--- config.mk ---
export PLATFORM = sky130hd
export DESIGN_NAME = anticoll_frame_builder
export DESIGN_NICKNAME = d
export VERILOG_FILES = /design/src/rtl/anticoll_pkg.sv /design/src/rtl/anticoll_frame_calc.sv /design/src/rtl/anticoll_uid_store.sv /design/src/rtl/anticoll_bcc_check.sv /design/src/rtl/anticoll_frame_builder.sv
export SDC_FILE = /design/constraint.sdc
export NUM_CORES = 1
export LEC_CHECK = 0
export BUFFER_PORTS_ARGS = -buffer_cell sky130_fd_sc_hd__buf_2
export CAP_MARGIN = 20
export CORE_MARGIN = 2
export CORE_UTILIZATION = 59
export CTS_CLUSTER_SIZE = 40
export DETAILED_ROUTE_END_ITERATION = 12
export PLACE_DENSITY = 0.82
export SLEW_MARGIN = 20
export SYNTH_ARGS = -nofsm -noshare
export SYNTH_HDL_FRONTEND = slang
export SYNTH_SLANG_ARGS = --single-unit
export TNS_END_PERCENT = 1
--- constraint.sdc ---
create_clock -name clk -period 3.6 [get_ports clk]
set_input_delay 0.72 -clock clk [delete_from_list [all_inputs] [get_ports clk]]
set_output_delay 0.72 -clock clk [all_outputs]
set_load 0.05 [all_outputs]
--- src/rtl/anticoll_pkg.sv ---
package anticoll_pkg;
  localparam int UID_BYTES  = 4;
  localparam int RESP_BYTES = UID_BYTES + 1;
  localparam int UID_BITS   = UID_BYTES * 8;
  localparam int STORE_BITS = RESP_BYTES * 8;
  localparam int KNOWN_W    = $clog2(UID_BITS + 1);
  localparam int IDX_W      = $clog2(RESP_BYTES + 1);

  typedef enum logic [1:0] {
    ST_IDLE,
    ST_TX,
    ST_RX,
    ST_EVAL
  } ctl_state_t;

  typedef enum logic [1:0] {
    FAIL_NONE  = 2'd0,
    FAIL_BCC   = 2'd1,
    FAIL_POS   = 2'd2,
    FAIL_LIMIT = 2'd3
  } fail_t;
endpackage

--- src/rtl/anticoll_frame_calc.sv ---
module anticoll_frame_calc
  import anticoll_pkg::*;
(
  input  logic [KNOWN_W-1:0] known_bits,
  output logic [7:0]         nvb,
  output logic [2:0]         last_bits,
  output logic [2:0]         uid_bytes
);
  localparam int TOT_W = KNOWN_W + 1;

  logic [TOT_W-1:0] total;
  logic [3:0]       whole;

  always_comb begin
    total     = TOT_W'(16) + TOT_W'(known_bits);
    whole     = total[TOT_W-1:3];
    nvb       = {whole, 1'b0, total[2:0]};
    last_bits = total[2:0];
    uid_bytes = 3'(whole - 4'd2) + {2'b00, |total[2:0]};
  end

  always_comb begin
    if (known_bits <= KNOWN_W'(UID_BITS))
      AST_UID_BYTES_RANGE: assert (uid_bytes <= 3'(UID_BYTES));
  end
endmodule

--- src/rtl/anticoll_uid_store.sv ---
module anticoll_uid_store
  import anticoll_pkg::*;
(
  input  logic                  clk,
  input  logic                  rst_n,
  input  logic                  clear,
  input  logic                  wr_en,
  input  logic [IDX_W-1:0]      wr_idx,
  input  logic [7:0]            wr_data,
  input  logic [KNOWN_W-1:0]    keep_cnt,
  input  logic                  cut_en,
  input  logic [KNOWN_W-1:0]    cut_pos,
  input  logic                  cut_val,
  input  logic [1:0]            rd_idx,
  output logic [7:0]            rd_byte,
  output logic [UID_BITS-1:0]   uid_bits,
  output logic [7:0]            bcc_byte
);
  logic [STORE_BITS-1:0] bits_q, bits_d;

  always_comb begin
    bits_d = bits_q;
    for (int i = 0; i < STORE_BITS; i++) begin
      if (clear) begin
        bits_d[i] = 1'b0;
      end else if (cut_en) begin
        if (i + 1 == int'(cut_pos))     bits_d[i] = cut_val;
        else if (i + 1 > int'(cut_pos)) bits_d[i] = 1'b0;
      end else if (wr_en && int'(wr_idx) == i / 8 && i >= int'(keep_cnt)) begin
        bits_d[i] = wr_data[i % 8];
      end
    end
  end

  always_ff @(posedge clk or negedge rst_n) begin
    if (!rst_n) bits_q <= '0;
    else        bits_q <= bits_d;
  end

  assign rd_byte  = bits_q[8*rd_idx +: 8];
  assign uid_bits = bits_q[UID_BITS-1:0];
  assign bcc_byte = bits_q[STORE_BITS-1:UID_BITS];

  AST_KEEP_KNOWN: assert property (@(posedge clk) disable iff (!rst_n)
    (wr_en && !clear && !cut_en && wr_idx == '0 && keep_cnt >= KNOWN_W'(8))
      |=> bits_q[7:0] == $past(bits_q[7:0]));
endmodule

--- src/rtl/anticoll_bcc_check.sv ---
module anticoll_bcc_check
  import anticoll_pkg::*;
(
  input  logic [UID_BITS-1:0] uid_bits,
  input  logic [7:0]          bcc_byte,
  output logic                match
);
  logic [7:0] fold [UID_BYTES+1];

  assign fold[0] = 8'h00;
  for (genvar g = 0; g < UID_BYTES; g++) begin : g_fold
    assign fold[g+1] = fold[g] ^ uid_bits[8*g +: 8];
  end

  assign match = (fold[UID_BYTES] == bcc_byte);
endmodule

--- src/rtl/anticoll_frame_builder.sv ---
module anticoll_frame_builder
  import anticoll_pkg::*;
#(
  parameter int MAX_ITER = 32
) (
  input  logic        clk,
  input  logic        rst_n,
  input  logic        start,
  input  logic [7:0]  sel_code,
  input  logic        coll_choice,
  output logic        tx_valid,
  input  logic        tx_ready,
  output logic [7:0]  tx_data,
  output logic        tx_last,
  output logic [2:0]  tx_last_bits,
  output logic [2:0]  rx_align,
  output logic [7:0]  bit_framing,
  output logic [2:0]  tx_uid_bytes,
  input  logic        rx_valid,
  output logic        rx_ready,
  input  logic [7:0]  rx_data,
  input  logic        rx_last,
  input  logic        rx_coll,
  input  logic [4:0]  rx_coll_pos,
  input  logic        rx_pos_bad,
  output logic        busy,
  output logic        done,
  output logic        uid_ok,
  output logic [31:0] uid,
  output logic        err,
  output logic [1:0]  err_code,
  output logic        bcc_ok
);
  localparam int ITER_W = $clog2(MAX_ITER + 1);
  localparam int ABS_W  = KNOWN_W + 1;

  ctl_state_t          state_q;
  logic [7:0]          sel_q;
  logic [KNOWN_W-1:0]  known_q;
  logic [IDX_W-1:0]    tx_idx_q, rx_idx_q;
  logic [ITER_W-1:0]   frames_q;
  logic                ev_coll_q, ev_bad_q;
  logic [4:0]          ev_pos_q;
  logic                done_q, uid_ok_q, err_q, bcc_ok_q;
  fail_t               err_code_q;

  logic [7:0]          nvb;
  logic [2:0]          last_bits, uid_bytes;
  logic [7:0]          rd_byte, bcc_byte;
  logic [UID_BITS-1:0] uid_bits;
  logic                bcc_match;
  logic                store_clear, store_wr, cut_en;
  logic [ABS_W-1:0]    rel_pos, abs_pos;
  logic                resolve, fail;
  fail_t               fail_code;

  anticoll_frame_calc i_calc (
    .known_bits (known_q),
    .nvb        (nvb),
    .last_bits  (last_bits),
    .uid_bytes  (uid_bytes)
  );

  assign store_clear = (state_q == ST_IDLE) && start;
  assign store_wr    = (state_q == ST_RX) && rx_valid && (rx_idx_q < IDX_W'(RESP_BYTES));

  anticoll_uid_store i_store (
    .clk      (clk),
    .rst_n    (rst_n),
    .clear    (store_clear),
    .wr_en    (store_wr),
    .wr_idx   (rx_idx_q),
    .wr_data  (rx_data),
    .keep_cnt (known_q),
    .cut_en   (cut_en),
    .cut_pos  (abs_pos[KNOWN_W-1:0]),
    .cut_val  (coll_choice),
    .rd_idx   (2'(tx_idx_q - IDX_W'(2))),
    .rd_byte  (rd_byte),
    .uid_bits (uid_bits),
    .bcc_byte (bcc_byte)
  );

  anticoll_bcc_check i_bcc (
    .uid_bits (uid_bits),
    .bcc_byte (bcc_byte),
    .match    (bcc_match)
  );

  // Outcome of one response, evaluated the cycle after its last byte.
  always_comb begin
    rel_pos   = (ev_pos_q == 5'd0) ? ABS_W'(32) : ABS_W'(ev_pos_q);
    abs_pos   = ABS_W'(known_q) + rel_pos;
    resolve   = 1'b0;
    fail      = 1'b0;
    fail_code = FAIL_NONE;
    if (ev_coll_q) begin
      if (ev_bad_q || abs_pos > ABS_W'(UID_BITS)) begin
        fail      = 1'b1;
        fail_code = FAIL_POS;
      end else if (frames_q >= ITER_W'(MAX_ITER)) begin
        fail      = 1'b1;
        fail_code = FAIL_LIMIT;
      end else begin
        resolve   = 1'b1;
      end
    end else if (!bcc_match) begin
      fail      = 1'b1;
      fail_code = FAIL_BCC;
    end
    cut_en = (state_q == ST_EVAL) && resolve;
  end

  always_comb begin
    case (tx_idx_q)
      IDX_W'(0): tx_data = sel_q;
      IDX_W'(1): tx_data = nvb;
      default:   tx_data = rd_byte;
    endcase
  end

  assign tx_valid     = (state_q == ST_TX);
  assign tx_last      = (tx_idx_q == IDX_W'(uid_bytes) + IDX_W'(1));
  assign rx_ready     = (state_q == ST_RX);
  assign busy         = (state_q != ST_IDLE);
  assign tx_last_bits = last_bits;
  assign rx_align     = last_bits;
  assign bit_framing  = {1'b0, last_bits, 1'b0, last_bits};
  assign tx_uid_bytes = uid_bytes;
  assign done         = done_q;
  assign uid_ok       = uid_ok_q;
  assign uid          = uid_ok_q ? uid_bits : '0;
  assign err          = err_q;
  assign err_code     = err_code_q;
  assign bcc_ok       = bcc_ok_q;

  always_ff @(posedge clk or negedge rst_n) begin
    if (!rst_n) begin
      state_q    <= ST_IDLE;
      sel_q      <= '0;
      known_q    <= '0;
      tx_idx_q   <= '0;
      rx_idx_q   <= '0;
      frames_q   <= '0;
      ev_coll_q  <= 1'b0;
      ev_bad_q   <= 1'b0;
      ev_pos_q   <= '0;
      done_q     <= 1'b0;
      uid_ok_q   <= 1'b0;
      err_q      <= 1'b0;
      err_code_q <= FAIL_NONE;
      bcc_ok_q   <= 1'b0;
    end else begin
      done_q <= 1'b0;
      case (state_q)
        ST_IDLE: begin
          if (start) begin
            sel_q      <= sel_code;
            known_q    <= '0;
            tx_idx_q   <= '0;
            frames_q   <= ITER_W'(1);
            uid_ok_q   <= 1'b0;
            err_q      <= 1'b0;
            err_code_q <= FAIL_NONE;
            bcc_ok_q   <= 1'b0;
            state_q    <= ST_TX;
          end
        end
        ST_TX: begin
          if (tx_ready) begin
            if (tx_last) begin
              rx_idx_q <= IDX_W'(known_q[KNOWN_W-1:3]);
              state_q  <= ST_RX;
            end else begin
              tx_idx_q <= tx_idx_q + IDX_W'(1);
            end
          end
        end
        ST_RX: begin
          if (rx_valid) begin
            if (rx_idx_q < IDX_W'(RESP_BYTES)) rx_idx_q <= rx_idx_q + IDX_W'(1);
            if (rx_last) begin
              ev_coll_q <= rx_coll;
              ev_pos_q  <= rx_coll_pos;
              ev_bad_q  <= rx_pos_bad;
              state_q   <= ST_EVAL;
            end
          end
        end
        ST_EVAL: begin
          if (resolve) begin
            known_q  <= abs_pos[KNOWN_W-1:0];
            tx_idx_q <= '0;
            frames_q <= frames_q + ITER_W'(1);
            state_q  <= ST_TX;
          end else begin
            done_q     <= 1'b1;
            err_q      <= fail;
            err_code_q <= fail_code;
            uid_ok_q   <= !fail;
            bcc_ok_q   <= !fail;
            state_q    <= ST_IDLE;
          end
        end
        default: state_q <= ST_IDLE;
      endcase
    end
  end

  AST_TX_HOLD: assert property (@(posedge clk) disable iff (!rst_n)
    (tx_valid && !tx_ready) |=> (tx_valid && $stable(tx_data) && $stable(tx_last)));
  AST_TX_RX_EXCL: assert property (@(posedge clk) disable iff (!rst_n)
    !(tx_valid && rx_ready));
  AST_NVB_FORM: assert property (@(posedge clk) disable iff (!rst_n)
    (tx_valid && tx_idx_q == IDX_W'(1)) |->
      (tx_data[7:4] >= 4'd2 && tx_data[7:4] <= 4'd6 && !tx_data[3]));
  AST_KNOWN_GROWS: assert property (@(posedge clk) disable iff (!rst_n)
    (state_q == ST_TX && $past(state_q) == ST_EVAL) |-> (known_q > $past(known_q)));
  AST_DONE_OUTCOME: assert property (@(posedge clk) disable iff (!rst_n)
    done |-> (uid_ok ^ err));
  AST_UIDOK_BCC: assert property (@(posedge clk) disable iff (!rst_n)
    uid_ok |-> bcc_ok);
  AST_ITER_BOUND: assert property (@(posedge clk) disable iff (!rst_n)
    frames_q <= ITER_W'(MAX_ITER));
  AST_START_IGNORED: assert property (@(posedge clk) disable iff (!rst_n)
    (busy && start) |=> $stable(sel_q));
endmodule

==> results of run 1 <==
synthesized netlist by cell type (5+ instances only):
master     n
a211oi_1  16
a21o_1     7
a21oi_1   64
a221oi_1  10
a22oi_1    6
a311oi_1  11
a31oi_1   11
and2_1    41
and3_1     5
buf_1      5
buf_2      7
buf_4     18
clkbuf_1  39
dfrtp_1   80
ha_1      28
inv_1     34
mux2_2    11
mux2i_1   30
nand2_1   90
nand2b_1   5
nand3_1   34
nand4_1    8
nor2_1    64
nor2b_1    6
nor3_1    18
nor4_1     5
o211ai_1   5
o21ai_0   42
o22ai_1    5
or3_1      7
xnor2_1   19
xnor3_1    6
xor2_1    11
kinds of logic (layout without fill, tap and decap cells):
logic type	after synthesis	count (layout)	synth area share, %
xor+xnor	36	36	5.72
mux	43	43	6.42
compound gates	246	246	25.1
flops	80	80	28.8
buf+inv	107	179	7.36
other cells	1	2	0.0539
simple gates	302	302	21.3
fa+ha+maj	29	29	5.32
metrics by stage:
stage	utilization [%]	area, um2	TNS, ns	cells	worst slack, ns
after detailed placement	65.6	7520	0	1044	0.0983
after global placement	65.6	7520	0	1044	0.139
final	68.3	7830	0	1060	0.0973
after global routing	68.3	7830	-0.0478	1060	-0.0405
after CTS	68.1	7810	0	1060	0.0688
after floorplan	-	6980	0	845	0.00956
layer usage:
metal,vias to the layer above,track usage [%]
li1,3186,-
met3,101,8.91
met1,3239,50.6
met2,469,51.8
met4,0,14.6
met5,-,0
worst max path at each step:
stage,cells past startpoint,slack (ns),startpoint,to
after detailed placement,10,0.1,ev_pos_q[1],i_store.bits_q[9]
final,10,0.1,known_q[0],tx_last
after CTS,10,0.07,ev_pos_q[1],i_store.bits_q[9]
after global placement,10,0.14,ev_pos_q[1],i_store.bits_q[9]
after floorplan,10,0.01,known_q[1],tx_last
after global routing,11,-0.04,ev_pos_q[1],i_store.bits_q[5]
sequential cells by signal, indices dropped and copies added, names as in the netlist, 2 cells and up:
name and cells:
sel_q 8, known_q 6, tx_idx_q 3, i_store.bits_q 40, state_q 2, ev_pos_q 5, rx_idx_q 3, frames_q 6
err_code 2
power by group through the flow:
stage | logic [mW] | clock network (mW) | registers (mW)
6_report | 5.25 | 0.889 | 1.59
4_1_cts | 5.10 | 0.893 | 1.58
2_1_floorplan | 3.80 | 0 | 1.53
5_1_grt | 5.61 | 0.935 | 1.63
3_5_place_dp | 5.05 | 0 | 1.60
3_3_place_gp | 5.02 | 0 | 1.58
what timing repair did:
action / in CTS / in global routing
hold buffers: 0 / 0
pin swaps: 0 / 0
endpoints found under the setup margin: 1 / 4
gates resized for setup: 2 / 3
cloned: 0 / 0
area by class of cell:
cell class                      instances  area, um2
Inverter                               34        128
Timing Repair Buffer                  129        758
Multi-Input combinational cell        658       4480
Tap cell                              143        179
Sequential cell                        80       2000
Fill cell                             948       3640
Clock inverter                          6       53.8
Clock buffer                           10        229
==> metrics.md, run 1 <==
| Metric | Value |
|---|---|
| Mapped Area | 0.00696 mm2 |
| Worst path max stage delay | 0.41 ns |
| Port bufs | 94 |
| Crit path buf inv count | 4 |
| Sw frac | 55.3% |
| Setup violators final | 0 |
| FFs w/ async S/R, synth | 100% |
| Ys flop type | dfrtp_1 |
| Placed wire-length estimate | 16200 um |
| Sw Pwr | 4.28 mW |
| Clock-pin slew on the worst setup and hold paths | 0.06 ns |
| Post-synthesis cell type count | 90 |
| CP top delay family | adder cells |
| Min Tclk post-route | 3.50 ns |
| Die W | 113 um |
| Pin count of the biggest net entering global routing | 81 |
| Design Power | 7.73 mW |
| Final worst path period share | 97.3% |
| Outcome | completed |
| CTS buffer count | 9 |
| Post-synth EDFFs | 0 |
| Worst Max-Slew Pin Slew | 0.881 ns |
| Data required, critical path | 2.88 ns |
| Max Freq | 285 MHz |
| CP Max Fanout | 16 |
| Drt wl/cell | 20.7 um |
| Tot GR Track Use | 35.6% |
| Synth warn | 0 |
| Worst R2R Setup Slack | 0.1 ns |
| DR pass1 iterations | 6 |
| Comb power frac | 68.0% |
| Top Metal Used | met4 |
| GP Congestion | 1.04 |
| Cells after synthesis | 844 |
| Clk sink count | 80 |
| Syn_area_per_cell | 8.24 um2 |
| Antenna violations before repair | 0 |
| Die H | 113 um |
| RSZ-0062 raised after global routing | yes |
| Skew-Pair Late Insertion Delay | 0.36 ns |
| Max Cap Violations | 0 |
| Worst hold slack | 0.373 ns |
| Worst Path Arrival | 2.78 ns |
| Total gr overflow | 0 |
| Vias in the first global route | 6319 |
| Pwr/cell area | 988 mW/mm2 |
| Leakage | 3.67 nW |
| Root Driver | clkbuf_16 |
| Initial Util | 60.7% |
| Post-synth top area cell | dfrtp_1 |
| Final nets | 971 |
| DRC errors left | 0 |
| Crit path cell chain | buf_4 > or3_4 > ha_1 > inv_1 > ha_1 > inv_1 > ha_1 > xor2_1 > nor3_4 > buf_4 |
| P&R area growth vs syn | 12.5% |
| Metal3 WL | 2440 um |
| Maximum vdd drop | 0.757 mV |
| Commonest non-fill, non-tap cells in the layout | buf_2 (92), nand2_1 (90), dfrtp_1 (80), nor2_1 (64), a21oi_1 (64) |
| Synth area leaders | dfrtp_1 (29%), ha_1 (5.0%), nand2_1 (4.9%) |
| Slew HR | 41.3% |
| Reg2Reg Launch Point | ev_pos_q[1] |
| Setup Fix Bufs, Post-CTS | 0 |
| Register share of total power | 20.5% |
| Inserted Diodes | 0 |
| Worst hold path type | input pin to async pin |
| Routed wl met2 | 9490 um |
| Final Hold Viols | 0 |
| Clock power frac | 11.5% |
| Top cell type's share of synthesized area | 28.8% |
| Seq/Total Area, Yosys | 28.8% |
| Vias/cell | 6.60 |
| Share of layout cells above drive strength 1 | 20.3% |
| Fin. max-slew vios | 0 |
| FF+latch count, synth | 80 |
| Reg2reg path depth | 10 |
| Initial drt markers | 827 |
| CTS tree | done |
| Reg2reg end | i_store.bits_q[9] |
| Global-route wire length before repair | 35500 um |
| Most common cell after layout, fill and taps aside | buf_2 |
| Placeable Area | 0.0115 mm2 |
| Clock tree buffer depth | 2 |
| CP max stage cell | or3_4 |
| Type of origin of the critical path | flop |
| Clock Skew | 0.00976 ns |
| Crit-path most repeated cell | ha_1 |
| Met1 wire length | 9050 um |
| Area of the die | 0.0127 mm2 |
| Core Rows | 39 |
| Crit. End Element | primary output |
| Max H-tree Level | 3 |
| Antenna viol nets, final | 0 |
| Int Power | 3.45 mW |
| Num ports | 97 |
| Crit Path Category | flop to primary output |
| Routed vias | 6995 |
| DRT Wirelength | 22000 um |
(Power assumes the default switching activity.)
==> inputs of run 2 (changes only) <==
--- a/config.mk
+++ b/config.mk
@@ -11,7 +11,7 @@
 export CORE_UTILIZATION = 59
 export CTS_CLUSTER_SIZE = 40
 export DETAILED_ROUTE_END_ITERATION = 12
-export PLACE_DENSITY = 0.82
+export PLACE_DENSITY = 0.79
 export SLEW_MARGIN = 20
 export SYNTH_ARGS = -nofsm -noshare
 export SYNTH_HDL_FRONTEND = slang
==> run 2 against run 1 <==
Against the previous run: global-route usage rose by 4.7 points; clock power rose by 11%; critical path depth did not move; flip-flop and latch count did not move; maximum frequency fell by 1.2%; wire length rose by 16%; hold slack improved by 0.053 ns; non-clock buffer count rose by 8; register-to-register slack barely moved; clock-buffer cell count did not move.
==> metrics.md, run 2 (synthesized netlist as in run 1, its figures left out) <==
| Metric | Value |
|---|---|
| CTS buffer count | 9 |
| Pin count of the biggest net entering global routing | 81 |
| Die W | 113 um |
| Area of the die | 0.0127 mm2 |
| Max Freq | 282 MHz |
| Core Rows | 39 |
| Leakage | 3.73 nW |
| CP Max Fanout | 16 |
| RSZ-0062 raised after global routing | yes |
| Commonest non-fill, non-tap cells in the layout | buf_2 (92), nand2_1 (90), dfrtp_1 (79), a21oi_1 (64), nor2_1 (63) |
| Outcome | completed |
| Drt wl/cell | 23.9 um |
| Global-route wire length before repair | 39200 um |
| Root Driver | clkbuf_16 |
| CTS tree | done |
| Clock-pin slew on the worst setup and hold paths | 0.07 ns |
| Max Cap Violations | 0 |
| Biggest register | i_store.bits_q |
| Min Tclk post-route | 3.54 ns |
| Inserted Diodes | 0 |
| Final worst path period share | 98.5% |
| FF/Latch Area | 0.00200 mm2 |
| Antenna violations before repair | 0 |
| Pwr/cell area | 1020 mW/mm2 |
| Slew HR | 37.2% |
| Final nets | 979 |
| Max H-tree Level | 3 |
| Placed cell count | 1051 |
| Max FFs per register | 40 |
| Fin util | 69.4% |
| Placeable Area | 0.0115 mm2 |
| Maximum vdd drop | 1.29 mV |
| Initial drt markers | 903 |
| Worst Path Arrival | 2.82 ns |
| Final Hold Viols | 0 |
| Num ports | 97 |
| Clock Skew | 0.00363 ns |
| DR pass1 iterations | 8 |
| Vias in the first global route | 6898 |
| Fin. max-slew vios | 0 |
| P&R area growth vs syn | 14.3% |
| Type of origin of the critical path | flop |
| Initial Util | 60.7% |
| Port bufs | 94 |
| Largest registers | i_store.bits_q: 40 flops, sel_q: 8 flops |
| Worst Max-Slew Pin Slew | 0.939 ns |
| Total gr overflow | 0 |
| Die H | 113 um |
| Crit. End Element | primary output |
| Clock tree buffer depth | 2 |
| Skew-Pair Late Insertion Delay | 0.36 ns |
| Filler instances | 916 |
| Routed vias | 7333 |
| DRT Wirelength | 25500 um |
| DRC errors left | 0 |
| Data required, critical path | 2.88 ns |
| Worst hold path type | input pin to async pin |
| Crit Path Category | flop to primary output |
| Non-Filler Instances | 1068 |
| Setup violators final | 0 |
| GP Congestion | 1.09 |
| Worst hold slack | 0.427 ns |
| Clk sink count | 80 |
| Most common cell after layout, fill and taps aside | buf_2 |
| Tot GR Track Use | 40.3% |
| Placed wire-length estimate | 18600 um |
| Share of layout cells above drive strength 1 | 21.7% |
| Multi-input logic area | 0.00451 mm2 |
| Vias/cell | 6.87 |
| Antenna viol nets, final | 0 |
## run 2: cell count changes in the layout (fill, tap and decap cells not counted), sizes merged
cell / change
clkinv: -1
buf: +8
bufinv: +1
## run 2: timing repair
item / in CTS / in global routing
endpoints found under the setup margin: 0 / 21
hold buffers: 0 / 0
gates resized for setup: 0 / 11
setup buffers: 0 / 1
## run 2: metrics by stage
stage	area [um2]	setup TNS [ns]	total power [mW]	setup WS, ns
6_report	7950	0	8.14	0.0553
5_1_grt	7950	-0.0378	8.51	-0.0293
4_1_cts	7880	0	7.87	0.00806
3_5_place_dp	7570	0	6.88	0.0216
3_3_place_gp	7570	0	6.78	0.147
2_1_floorplan	6980	0	5.33	0.00956
## run 2: path summary, 6_finish.rpt
kind / slack [ns] / cells past startpoint / end / startpoint
setup / recovery: 0.06 / 10 / tx_last / known_q[0]
hold / removal: 0.43 / 1 / ev_pos_q[3] / rst_n
setup reg to reg: 0.10 / 12 / rx_idx_q[0] / known_q[0]
hold reg to reg: 0.49 / 2 / sel_q[3] / sel_q[3]
max in group asynchronous: 2.62 / 1 / bcc_ok / rst_n
min in group clk: 0.49 / 2 / sel_q[3] / sel_q[3]
## run 2: layout make-up
cell class | instances | share of cell area, %
clock buffers | 10 | 3.00
inverters | 34 | 1.60
well taps | 143 | 2.25
repair buffers | 137 | 10.4
multi-input cells | 658 | 56.7
flip-flops and latches | 80 | 25.2
clock inverters | 6 | 0.818
## run 2: layer usage
layer,track usage [%],wire [um],vias up
li1,-,-,3199
met1,55.0,10100,3538
met2,61.3,11600,507
met3,8.26,2810,89
met4,19.1,1030,0
met5,0,0,-
## run 2: where the power goes
part           total, mW  internal [mW]  leakage, nW  switching (mW)
sequential          1.59           1.22         1.04           0.371
clock              0.990          0.560        0.149           0.430
combinational       5.56           1.84         2.54            3.72
total               8.14           3.62         3.73            4.52
## run 2: critical path, stage by stage, from the launching register on
cell,delay (ns)
dfrtp_1,0.38
buf_4,0.22
or3_1,0.40
ha_1,0.21
inv_1,0.05
ha_1,0.21
inv_1,0.09
ha_1,0.25
xor2_1,0.22
nor3_4,0.24
buf_6,0.18
==> inputs of run 3 (changes only) <==
--- a/config.mk
+++ b/config.mk
@@ -7,8 +7,10 @@
 export LEC_CHECK = 0
 export BUFFER_PORTS_ARGS = -buffer_cell sky130_fd_sc_hd__buf_2
 export CAP_MARGIN = 20
+export CELL_PAD_IN_SITES_DETAIL_PLACEMENT = 1
+export CELL_PAD_IN_SITES_GLOBAL_PLACEMENT = 1
 export CORE_MARGIN = 2
-export CORE_UTILIZATION = 59
+export CORE_UTILIZATION = 44
 export CTS_CLUSTER_SIZE = 40
 export DETAILED_ROUTE_END_ITERATION = 12
 export PLACE_DENSITY = 0.79
==> run 3 against run 2 <==
Against the previous run: register-to-register slack improved by 0.08 ns; total power increased by 3.5%; clock skew rose by 0.0098 ns; clock power rose by 6%; first-iteration DRC count decreased by 30%; non-clock buffer count up 16; sequential share of layout area is 0.59 points lower; design area grew 2.3%; maximum frequency increased by 2.1%; critical path type unchanged; critical endpoint unchanged; highest routed layer is now met5; flip-flop and latch count unchanged; hold slack got worse by 0.15 ns.
==> metrics.md, run 3 (synthesized netlist as in run 1, its figures left out) <==
| Metric | Value |
|---|---|
| Port bufs | 94 |
| Data required, critical path | 2.88 ns |
| Clock tree buffer depth | 2 |
| Max Freq | 288 MHz |
| Non-Filler Instances | 1152 |
| RSZ-0062 raised after global routing | yes |
| CP Max Fanout | 16 |
| CP max stage cell | or3_4 |
| Share of layout cells above drive strength 1 | 22.2% |
| Vias in the first global route | 7476 |
| DRC errors left | 0 |
| Root Driver | clkbuf_16 |
| Initial drt markers | 636 |
| CP top delay family | simple AND/OR/NAND/NOR gates |
| Inserted Diodes | 0 |
| Final nets | 995 |
| Area of the die | 0.0168 mm2 |
| Largest registers | i_store.bits_q: 40 flops, sel_q: 8 flops |
| Type of origin of the critical path | flop |
| Crit. End Element | primary output |
| CTS buffer count | 9 |
| Global-route wire length before repair | 44500 um |
| Core Rows | 45 |
| Pwr/cell area | 1030 mW/mm2 |
| Clock Skew | 0.0134 ns |
| Antenna violations before repair | 2 |
| CTS tree | done |
| Max FFs per register | 40 |
| Most common cell after layout, fill and taps aside | buf_2 |
| Routed wl met2 | 13200 um |
| Tot GR Track Use | 35.0% |
| Placed cell count | 1134 |
| Leakage | 3.81 nW |
| Min Tclk post-route | 3.47 ns |
| Num ports | 97 |
| Pin count of the biggest net entering global routing | 30 |
| Clock-pin slew on the worst setup and hold paths | 0.07 ns |
| Setup_tns | 0 ns |
| GP Congestion | 0.983 |
| DRT Wirelength | 28700 um |
| Crit path cell chain | buf_4 > or3_4 > ha_1 > inv_1 > ha_1 > inv_1 > ha_1 > xor2_1 > nor3_4 > buf_6 |
| Drt wl/cell | 24.9 um |
| Crit Path Category | flop to primary output |
| Maximum vdd drop | 0.599 mV |
| Max Cap Violations | 0 |
| Placeable Area | 0.0153 mm2 |
| Clk sink count | 80 |
| Slew HR | 35.4% |
| P&R area growth vs syn | 17.0% |
| Biggest register | i_store.bits_q |
| Worst Max-Slew Pin Slew | 0.969 ns |
| Max H-tree Level | 3 |
| Reg2Reg Launch Point | ev_pos_q[2] |
| Outcome | completed |
| Worst hold path type | input pin to async pin |
| Die W | 130 um |
| Skew-Pair Late Insertion Delay | 0.36 ns |
| Reg2reg path depth | 12 |
| Total gr overflow | 0 |
| Worst Path Arrival | 2.75 ns |
| Commonest non-fill, non-tap cells in the layout | buf_2 (92), nand2_1 (90), dfrtp_1 (80), nor2_1 (64), a21oi_1 (64) |
| Fin. max-slew vios | 0 |
| Worst path max stage delay | 0.42 ns |
| # hold bufs at CTS | 0 |
| Final Hold Viols | 0 |
| Vias/cell | 6.33 |
| Worst R2R Setup Slack | 0.18 ns |
| Routed vias | 7295 |
| Antenna viol nets, final | 0 |
| Top Metal Used | met5 |
| Setup violators final | 0 |
| Final worst path period share | 96.4% |
| Die H | 130 um |
| Metal3 WL | 2190 um |
| Reg2reg end | i_store.bits_q[27] |
| Placed wire-length estimate | 21800 um |
| Initial Util | 45.4% |
| DR pass1 iterations | 5 |
| Met1 wire length | 12300 um |
| Crit path buf inv count | 4 |
| Crit-path most repeated cell | ha_1 |
==> run 3: cell types whose count changed in the layout (fill, tap and decap cells not counted), moves of 2 or more <==
cell | before | now
buf_4 | 41 | 58
inv_6 | 2 | 0
nor4_1 | 3 | 5
nor4_2 | 2 | 0
==> run 3: repair_timing <==
item / CTS / global route
setup endpoints to repair: 1 / 9
endpoints found under the hold margin: 0 / 0
buffers inserted: 0 / 2
resized for setup: 1 / 5
==> run 3: where the power goes <==
part / switching [mW] / leakage, nW / total, mW / internal [mW]
registers: 0.363 / 1.05 / 1.58 / 1.22
logic: 3.87 / 2.61 / 5.79 / 1.92
clock network: 0.423 / 0.152 / 1.05 / 0.627
total: 4.66 / 3.81 / 8.42 / 3.76
==> run 3: worst max path at each step <==
stage,start,endpoint,slack (ns),cells past startpoint
2_1_floorplan,known_q[1],tx_last,0.01,10
3_3_place_gp,known_q[0],state_q[0],0.19,13
3_5_place_dp,ev_pos_q[2],i_store.bits_q[27],0.13,11
4_1_cts,known_q[0],tx_last,0.04,10
5_1_grt,known_q[0],rx_idx_q[0],-0.02,12
6_report,known_q[0],tx_last,0.13,10
==> run 3: area by class of cell <==
cell class                 instances  area [um2]
clock inverter                     5        80.1
inverter                          34         128
multi-input combinational        658        4480
timing repair buffer             153         947
fill                            1913        7170
sequential                        80        2000
clock buffer                      11         243
tap                              211         264
==> run 3: worst register-to-register path: stages (launching register included) <==
cell and delay [ns]:
dfrtp_1 0.40, or4_1 0.51, nor2_1 0.14, ha_1 0.29, buf_4 0.18, a221o_1 0.40
or2_4 0.32, a21oi_4 0.14, buf_12 0.15, buf_12 0.15, nor3_1 0.06, nor3_1 0.21
mux2_2 0.37
==> run 3: metrics by stage <==
step	util, %	power [mW]	area [um2]	setup WS (ns)	hold slack (ns)
global placement	50.8	7.04	7770	0.193	0.459
finish	53.2	8.42	8140	0.129	0.281
floorplan	-	5.33	6980	0.00956	0.424
global route	53.2	8.86	8140	-0.0198	0.297
detailed placement	50.8	7.18	7770	0.126	0.464
CTS	52.9	8.26	8100	0.0427	0.287
==> run 3: per-layer routing <==
metal  vias to the layer above  global-route usage [%]
met3                        83                    7.42
met4                         4                    11.5
met5                         -                       0
li1                       3224                       -
met1                      3638                    47.1
met2                       346                    56.5
